==> src/rtl/irq_prio_pkg.sv <==
package irq_prio_pkg;
   // Resolution when a new source edge and a clear hit the same flag on one edge
   typedef enum logic {
      COLLIDE_SET_WINS = 1'b0,
      COLLIDE_CLR_WINS = 1'b1
   } collide_e;

   function automatic int unsigned id_width(input int unsigned n);
      return (n > 1) ? $clog2(n) : 1;
   endfunction
endpackage

==> src/rtl/irq_pend_bank.sv <==
module irq_pend_bank
   import irq_prio_pkg::*;
#(
   parameter int unsigned NUM_SRC = 8,
   parameter collide_e    COLLIDE = COLLIDE_SET_WINS
) (
   input  logic               clk,
   input  logic               rst_n,
   input  logic [NUM_SRC-1:0] evt,
   input  logic [NUM_SRC-1:0] sw_clr,
   input  logic [NUM_SRC-1:0] take_clr,
   output logic [NUM_SRC-1:0] pend_q
);
   logic [NUM_SRC-1:0] evt_q;
   logic [NUM_SRC-1:0] rise;
   logic [NUM_SRC-1:0] kill;
   logic [NUM_SRC-1:0] pend_d;

   assign rise = evt & ~evt_q;
   assign kill = sw_clr | take_clr;

   generate
      if (COLLIDE == COLLIDE_SET_WINS) begin : g_set_wins
         assign pend_d = (pend_q & ~kill) | rise;
      end else begin : g_clr_wins
         assign pend_d = (pend_q | rise) & ~kill;
      end
   endgenerate

   always_ff @(posedge clk or negedge rst_n) begin
      if (!rst_n) begin
         evt_q  <= '0;
         pend_q <= '0;
      end else begin
         evt_q  <= evt;
         pend_q <= pend_d;
      end
   end
endmodule

==> src/rtl/irq_mask_filter.sv <==
module irq_mask_filter #(
   parameter int unsigned NUM_SRC = 8,
   parameter int unsigned PRIO_W  = 4,
   parameter int unsigned MASK_W  = 8
) (
   input  logic [NUM_SRC*PRIO_W-1:0] prio,
   input  logic [MASK_W-1:0]         base_pri,
   output logic [NUM_SRC-1:0]        thr_blk
);
   logic [PRIO_W-1:0] fld;
   logic              thr_on;

   assign fld    = base_pri[MASK_W-1 -: PRIO_W];
   assign thr_on = (fld != '0);

   generate
      for (genvar i = 0; i < NUM_SRC; i++) begin : g_src
         assign thr_blk[i] = thr_on && (prio[i*PRIO_W +: PRIO_W] >= fld);
      end
   endgenerate
endmodule

==> src/rtl/irq_prio_arb.sv <==
module irq_prio_arb #(
   parameter int unsigned NUM_SRC = 8,
   parameter int unsigned PRIO_W  = 4,
   parameter int unsigned ID_W    = 3
) (
   input  logic [NUM_SRC-1:0]        elig,
   input  logic [NUM_SRC*PRIO_W-1:0] prio,
   output logic                      hit,
   output logic [ID_W-1:0]           win_id
);
   logic [PRIO_W-1:0] best;

   always_comb begin
      hit    = 1'b0;
      win_id = '0;
      best   = '1;
      for (int i = 0; i < NUM_SRC; i++) begin
         // strict compare keeps the lower ID on a tie
         if (elig[i] && (!hit || (prio[i*PRIO_W +: PRIO_W] < best))) begin
            hit    = 1'b1;
            win_id = ID_W'(i);
            best   = prio[i*PRIO_W +: PRIO_W];
         end
      end
   end
endmodule

==> src/rtl/irq_prio_gate.sv <==
module irq_prio_gate
   import irq_prio_pkg::*;
#(
   parameter int unsigned NUM_SRC = 8,
   parameter int unsigned PRIO_W  = 4,
   parameter int unsigned MASK_W  = 8,
   parameter collide_e    COLLIDE = COLLIDE_SET_WINS,
   localparam int unsigned ID_W   = id_width(NUM_SRC)
) (
   input  logic                      clk,
   input  logic                      rst_n,
   input  logic [NUM_SRC-1:0]        src_evt,
   input  logic [NUM_SRC-1:0]        sw_clr,
   input  logic [NUM_SRC-1:0]        src_en,
   input  logic [NUM_SRC*PRIO_W-1:0] src_prio,
   input  logic                      pri_mask,
   input  logic [MASK_W-1:0]         base_pri,
   input  logic                      in_sleep,
   output logic                      take_vld,
   output logic [ID_W-1:0]           take_id,
   output logic                      wake
);
   generate
      if (PRIO_W < 1 || PRIO_W > MASK_W) begin : g_bad_prio_w
         $error("irq_prio_gate: PRIO_W must lie in 1..MASK_W");
      end
      if (NUM_SRC < 1) begin : g_bad_num_src
         $error("irq_prio_gate: NUM_SRC must be at least 1");
      end
   endgenerate

   logic [NUM_SRC-1:0] pend_q;
   logic [NUM_SRC-1:0] thr_blk;
   logic [NUM_SRC-1:0] ready;
   logic [NUM_SRC-1:0] elig;
   logic [NUM_SRC-1:0] take_clr;
   logic               hit;
   logic [ID_W-1:0]    win_id;
   logic               fire;

   irq_pend_bank #(.NUM_SRC(NUM_SRC), .COLLIDE(COLLIDE)) u_pend (
      .clk      (clk),
      .rst_n    (rst_n),
      .evt      (src_evt),
      .sw_clr   (sw_clr),
      .take_clr (take_clr),
      .pend_q   (pend_q)
   );

   irq_mask_filter #(.NUM_SRC(NUM_SRC), .PRIO_W(PRIO_W), .MASK_W(MASK_W)) u_mask (
      .prio     (src_prio),
      .base_pri (base_pri),
      .thr_blk  (thr_blk)
   );

   // ready: would be taken were it not for the global block bit
   assign ready = pend_q & src_en & ~thr_blk;
   assign elig  = pri_mask ? '0 : ready;

   irq_prio_arb #(.NUM_SRC(NUM_SRC), .PRIO_W(PRIO_W), .ID_W(ID_W)) u_arb (
      .elig   (elig),
      .prio   (src_prio),
      .hit    (hit),
      .win_id (win_id)
   );

   assign fire     = hit;
   assign take_clr = fire ? (NUM_SRC'(1) << win_id) : '0;
   assign wake     = in_sleep && (|ready);

   always_ff @(posedge clk or negedge rst_n) begin
      if (!rst_n) begin
         take_vld <= 1'b0;
         take_id  <= '0;
      end else begin
         take_vld <= fire;
         if (fire) take_id <= win_id;
      end
   end
endmodule

==> config.mk <==
export PLATFORM = sky130hd
export DESIGN_NAME = irq_prio_gate
export DESIGN_NICKNAME = d
export VERILOG_FILES = /design/src/rtl/irq_prio_pkg.sv /design/src/rtl/irq_pend_bank.sv /design/src/rtl/irq_mask_filter.sv /design/src/rtl/irq_prio_arb.sv /design/src/rtl/irq_prio_gate.sv
export SDC_FILE = /design/constraint.sdc
export NUM_CORES = 1
export LEC_CHECK = 0
export CORE_MARGIN = 5
export CORE_UTILIZATION = 54
export DETAILED_ROUTE_END_ITERATION = 12
export GPL_TIMING_DRIVEN = 0
export PLACE_DENSITY = 0.88
export SLEW_MARGIN = 25
export SYNTH_ARGS = -nofsm -noshare
export SYNTH_HDL_FRONTEND = slang
export SYNTH_SLANG_ARGS = --single-unit
==> constraint.sdc <==
create_clock -name clk -period 16.5 [get_ports clk]
set_clock_uncertainty 0.2 [all_clocks]
set_input_delay 4.95 -clock clk [delete_from_list [all_inputs] [get_ports clk]]
set_output_delay 4.95 -clock clk [all_outputs]
set_load 0.02 [all_outputs]
# == Yosys cells after proc, flatten, opt, wreduce, memory -nomap -nowiden ==
# Cells that the tools add are included.
# word_totals
reg_bits,20
in_bits,68
out_inout_bits,5
wordCells,85
# classes
n_lt_le_gt_ge,15
shift,1
mux,24
bitwise_logic,9
reduce_logical,32
# op_table
cell,count
$and 8x8->8,4
$ge 4x4->1,8
$lt 4x4->1,7
$mux 4,7
$not 8->8,3
$logic_and 1x1->1,16
$mux 8,2
$or 8x8->8,2
$mux 3,4
$mux 1,9
$reduce_or 8->1,1
$shl 1x3->8 const A,1
$logic_not 1->1,7
$logic_or 1x1->1,7
$mux 2,2
$reduce_bool 4->1,1

# == Longest topological paths before layout ==
# depth
word_depth,40
ltp_mapped,60
depth_no_buf,56

# == By module ==
# A second synthesis with hierarchy kept.
# unflattened
hier_cells,366
hier_area_um2,3010.4
# by_module_without_submodules
module,instances,cells_per_inst,area_each_um2,seq_area_each_um2
irq_prio_arb,1,195,1405.1,0.0
irq_mask_filter,1,90,694.4,0.0
irq_pend_bank,1,40,590.6,400.4
irq_prio_gate,1,41,320.3,100.1

# == Worst setup path after synthesis ==
# OpenSTA, ideal clock, no wires.
# synth_timing
path_type,input -> register
startpoint,input port base_pri[5]
endpoint,register u_pend.pend_q[3]
setup_time_ns,0.127
arrival_ns,15.080
required_ns,16.173
path_slack_ns,1.094
path_stages,55
n_path_buf,4
cell_sequence,inv_1 > ha_1 > o211ai_1 > o21ai_1 > a21o_1 > nor3_1 > ha_1 > a31oi_1 > o21ai_0 > a31oi_1 > mux2i_1 > inv_1 > ha_1 > nor2b_1 > o221ai_2 > and2_4 > buf_6 > nor2_1 > [... 19 more ...] > a31oi_1 > nand2_1 > mux2i_4 > mux2i_1 > ha_1 > a21oi_1 > nand3_1 > o31ai_1 > a41oi_2 > buf_6 > mux2_4 > ha_1 > o21ai_0 > or2_2 > o21ai_0 > o21ba_2 > and4b_1 > o32ai_2
# synth_via
elab_chain_cells,40
word_cells_on_any_way,76
cone_classes,order compare: 15; shift: 1; mux: 24; bitwise: 6; reduce/logical: 30
# synth_rtl
element,line,rtl
from (decl),irq_prio_gate.sv:17,"input logic [MASK_W-1:0] base_pri,"
$ge 4x4->1 or $reduce_bool 4->1 (tied branches),"irq_mask_filter.sv:18, irq_mask_filter.sv:14",
$logic_and 1x1->1,irq_mask_filter.sv:18,assign thr_blk[i] = thr_on && (prio[i*PRIO_W +: PRIO_W] >= fld);
$not 8->8 *,irq_prio_gate.sv:57,assign ready = pend_q & src_en & ~thr_blk;
$and 8x8->8 *,irq_prio_gate.sv:57,
$mux 8 *,irq_prio_gate.sv:58,assign elig = pri_mask ? '0 : ready;
$mux 4 or $mux 1 (tied branches),irq_prio_arb.sv:19,if (elig[i] && (!hit || (prio[i*PRIO_W +: PRIO_W] < best))) begin
$lt 4x4->1 or $logic_not 1->1 (tied branches),irq_prio_arb.sv:19,
$logic_or 1x1->1,irq_prio_arb.sv:19,
[... 25 more ...],--,
$mux 3,irq_prio_arb.sv:19,
$shl 1x3->8,irq_prio_gate.sv:68,assign take_clr = fire ? (NUM_SRC'(1) << win_id) : '0;
$mux 8 *,irq_prio_gate.sv:68,
$or 8x8->8 *,irq_pend_bank.sv:20,assign kill = sw_clr | take_clr;
$not 8->8 *,irq_pend_bank.sv:24,assign pend_d = (pend_q & ~kill) | rise;
$and 8x8->8 *,irq_pend_bank.sv:24,
$or 8x8->8 *,irq_pend_bank.sv:24,
net u_pend.pend_d[3],irq_pend_bank.sv:17,logic [NUM_SRC-1:0] pend_d;
to (signal assigned),irq_pend_bank.sv:36,pend_q <= pend_d;
to (decl),irq_pend_bank.sv:12,output logic [NUM_SRC-1:0] pend_q
# Mark *: on every way through the listed nets, which the timed path passes. The rest lies on a longest branch.
# A chain may end at the register's enable or synchronous reset.

# == Worst setup path after layout ==
# layout_timing
startpoint,input port src_prio[0]
endpoint,register u_pend.pend_q[3]
# layout_via
elab_chain_cells,40
word_cells_on_any_way,61
cone_classes,order compare: 8; shift: 1; mux: 24; bitwise: 6; reduce/logical: 22
# layout_rtl
element,line,rtl
from (decl),irq_prio_gate.sv:15,"input logic [NUM_SRC*PRIO_W-1:0] src_prio,"
$ge 4x4->1,irq_mask_filter.sv:18,
$logic_and 1x1->1,irq_mask_filter.sv:18,
$not 8->8,irq_prio_gate.sv:57,
$and 8x8->8,irq_prio_gate.sv:57,
$mux 8,irq_prio_gate.sv:58,
$mux 4 or $mux 1 (tied branches),irq_prio_arb.sv:19,
$lt 4x4->1 or $logic_not 1->1 (tied branches),irq_prio_arb.sv:19,
$logic_or 1x1->1,irq_prio_arb.sv:19,
[... 25 more ...],--,
$mux 3,irq_prio_arb.sv:19,
$shl 1x3->8,irq_prio_gate.sv:68,
$mux 8 *,irq_prio_gate.sv:68,
$or 8x8->8 *,irq_pend_bank.sv:20,
$not 8->8 *,irq_pend_bank.sv:24,
$and 8x8->8 *,irq_pend_bank.sv:24,
$or 8x8->8 *,irq_pend_bank.sv:24,
net u_pend.pend_d[3],irq_pend_bank.sv:17,
# Marked as above.

==> metrics.txt <==
Worst-Margin Slew 0.870 ns; Layout area overhead 39.4%; Largest stage delay, worst path 0.51 ns; Metal-1 WL 4210 um; CP arrival 16.05 ns; critical path's top delay family compound AO/OA/AOI/OAI gates; pin count of the biggest net entering global routing 21; Ports 73; sequential area share after synthesis 0.168; Syn Std Cell Area 2980 um^2; worst path bufs/invs 9; syn avg cell area 8.38 um^2; Finished Layout Cells 520; Slowest-stage cell, CP clkdlybuf4s50_1; worst ir drop on vdd 0.0750 mV; max cap viols 0; number of synthesis warnings 0; Port Buffers 68; global-route wire length before repair 15,400 um; hold slack 0.222 ns; dpl hpwl 7090 um; Final Max Slew Viols 0; outcome finished, final reports clean; Post-synth EDFFs 0; Die X 84.3 um; clock root buffer clkbuf_8; Initial Util 0.548; clk slew on worst S/H paths 0.08 ns; vias in the first global route 3,231; num rows 27; number of remaining DRC errors 0; cells after synthesis 356; Routed Antenna Nets 0; area leader, netlist ha_1; CP most frequent cell ha_1; library cells used by synthesis 72; Die H 84.3 um; Routed wire per std cell 19.0 um; critical path class input pin to flip-flop; Vias 3,318; # nets final 560; CTS H-tree depth 1; Startpoint Class input pin; antenna violations before repair 0; post-synthesis net count 467; final setup TNS 0 ns; Longest Clk Path Bufs 2; CTS Buf Count 3; Top Layer Used met4; clk_lat worst skew 0.26 ns; power per cell area 57.0 nW/um^2; GRT overflow 0; Iteration-0 DRC Markers 452; asr flop ratio synth 1.00; Max FO, Critical Path 10; final number of hold-violating endpoints 0; leading cell types by count after synthesis ha_1 (43), inv_1 (38), nand2_1 (24); total wire length 9910 um; clock sinks 20; Worst Path Required 16.47 ns; CTS tree yes; WL met3 717 um; Inst Count DP 496; Hold-fix buffers, CTS 0; post-synth top area share 0.180; routability cong. 0.931; met2 wire length 4690 um; top-count cell post-synth ha_1; Total Power 0.237 mW; area of the die 7110 um^2; most common flop cell mapped by yosys dfrtp_1; period utilization 0.975; Synth area leaders ha_1 (18%), dfrtp_1 (17%), inv_1 (4.8%), a21oi_1 (3.9%), a21o_1 (3.3%); Tmin final 16.08 ns; core area 5440 um^2; Worst setup EP type flip-flop; fraction of final layout cells sized beyond drive strength 1 0.176; type of the tightest min-delay check flip-flop to flip-flop; diode count 0; All-Layer GR Usage 0.257; Setup Viol. Count Final 0; first drt pass iteration count 7; leakage 1.86 nW; max frequency 0.0622 GHz; post-synthesis register bit count 20; vias per inst 6.38; slew margin rel. 0.418
-- report_power, final --
| group | switching, mW | internal, mW |
|---|---|---|
| logic | 0.0675 | 0.0611 |
| clock network | 0.0163 | 0.0324 |
| registers | 0.00410 | 0.0554 |
| total | 0.0880 | 0.149 |
-- cells by family (layout without fill, tap and decap cells) --
logic type | Yosys count | in the layout | share of synthesized area
AO/OA/AOI/OAI | 141 | 141 | 0.365
AND/OR/NAND/NOR | 93 | 93 | 0.164
adder cells (fa/ha/maj) | 45 | 45 | 0.187
buffers and inverters | 45 | 137 | 0.0671
flip-flops | 20 | 20 | 0.168
multiplexers | 9 | 9 | 0.0407
XOR/XNOR | 3 | 3 | 0.00881
-- sequential cells by signal, indices dropped and copies added (netlist names) --
signal,cells
u_pend.pend_q,8
u_pend.evt_q,8
take_id,3
take_vld,1
-- metrics by stage --
stage,setup slack (ns),area [um^2],util
global placement,-1.17,3750,0.690
finish,0.416,4160,0.764
floorplan,1.09,2980,-
CTS,0.00109,3920,0.721
global route,-0.163,4160,0.764
detailed placement,-1.30,3750,0.690
-- repair_timing --
item | in CTS | in global routing
buffers inserted | 5 | 15
resized for setup | 14 | 28
setup endpoints to repair | 11 | 11
pin swaps | 1 | 13
-- per-layer routing --
metal  up-vias  GRT usage
met5         -          0
met4         0     0.0936
met3        31     0.0481
met2       156      0.421
met1      1583      0.335
li1       1548          -
-- final timing paths --
check | startpoint | end | slack [ns] | cells past startpoint
max | src_prio[0] | u_pend.pend_q[3] | 0.42 | 60
min | u_pend.evt_q[6] | u_pend.pend_q[6] | 0.22 | 1
max reg2reg | u_pend.pend_q[0] | u_pend.pend_q[3] | 5.84 | 56
min reg2reg | u_pend.evt_q[6] | u_pend.pend_q[6] | 0.22 | 1
max in group asynchronous | rst_n | u_pend.pend_q[2] | 10.58 | 1
min in group asynchronous | rst_n | u_pend.evt_q[4] | 4.98 | 1
-- layout by cell type (no fill, tap or decap), drive strengths merged, types with 3 or more instances in the layout --
cell type / count
a2111o: 3
a211oi: 6
a21o: 13
a21oi: 26
a221o: 3
a31oi: 9
a41oi: 4
and2: 5
and3: 3
buf: 25
clkbuf: 6
clkdlybuf4s50: 63
dfrtp: 20
dlymetal6s2s: 4
ha: 43
inv: 36
mux2i: 7
nand2: 24
nand2b: 14
nand3: 8
nor2: 18
nor2b: 5
nor3: 5
o2111ai: 3
o211ai: 11
o21a: 6
o21ai: 24
o22ai: 6
o31ai: 3
-- final cells by class --
| class | instances | area [um^2] |
|---|---|---|
| Tap cell | 72 | 90.1 |
| Multi-Input combinational cell | 291 | 2450 |
| Timing Repair Buffer | 88 | 836 |
| Fill cell | 380 | 1280 |
| Buffer | 7 | 57.6 |
| Clock inverter | 1 | 30.0 |
| Sequential cell | 20 | 500 |
| Clock buffer | 3 | 41.3 |
| Inverter | 38 | 153 |
No activity file was read; power rests on OpenSTA's default activity.
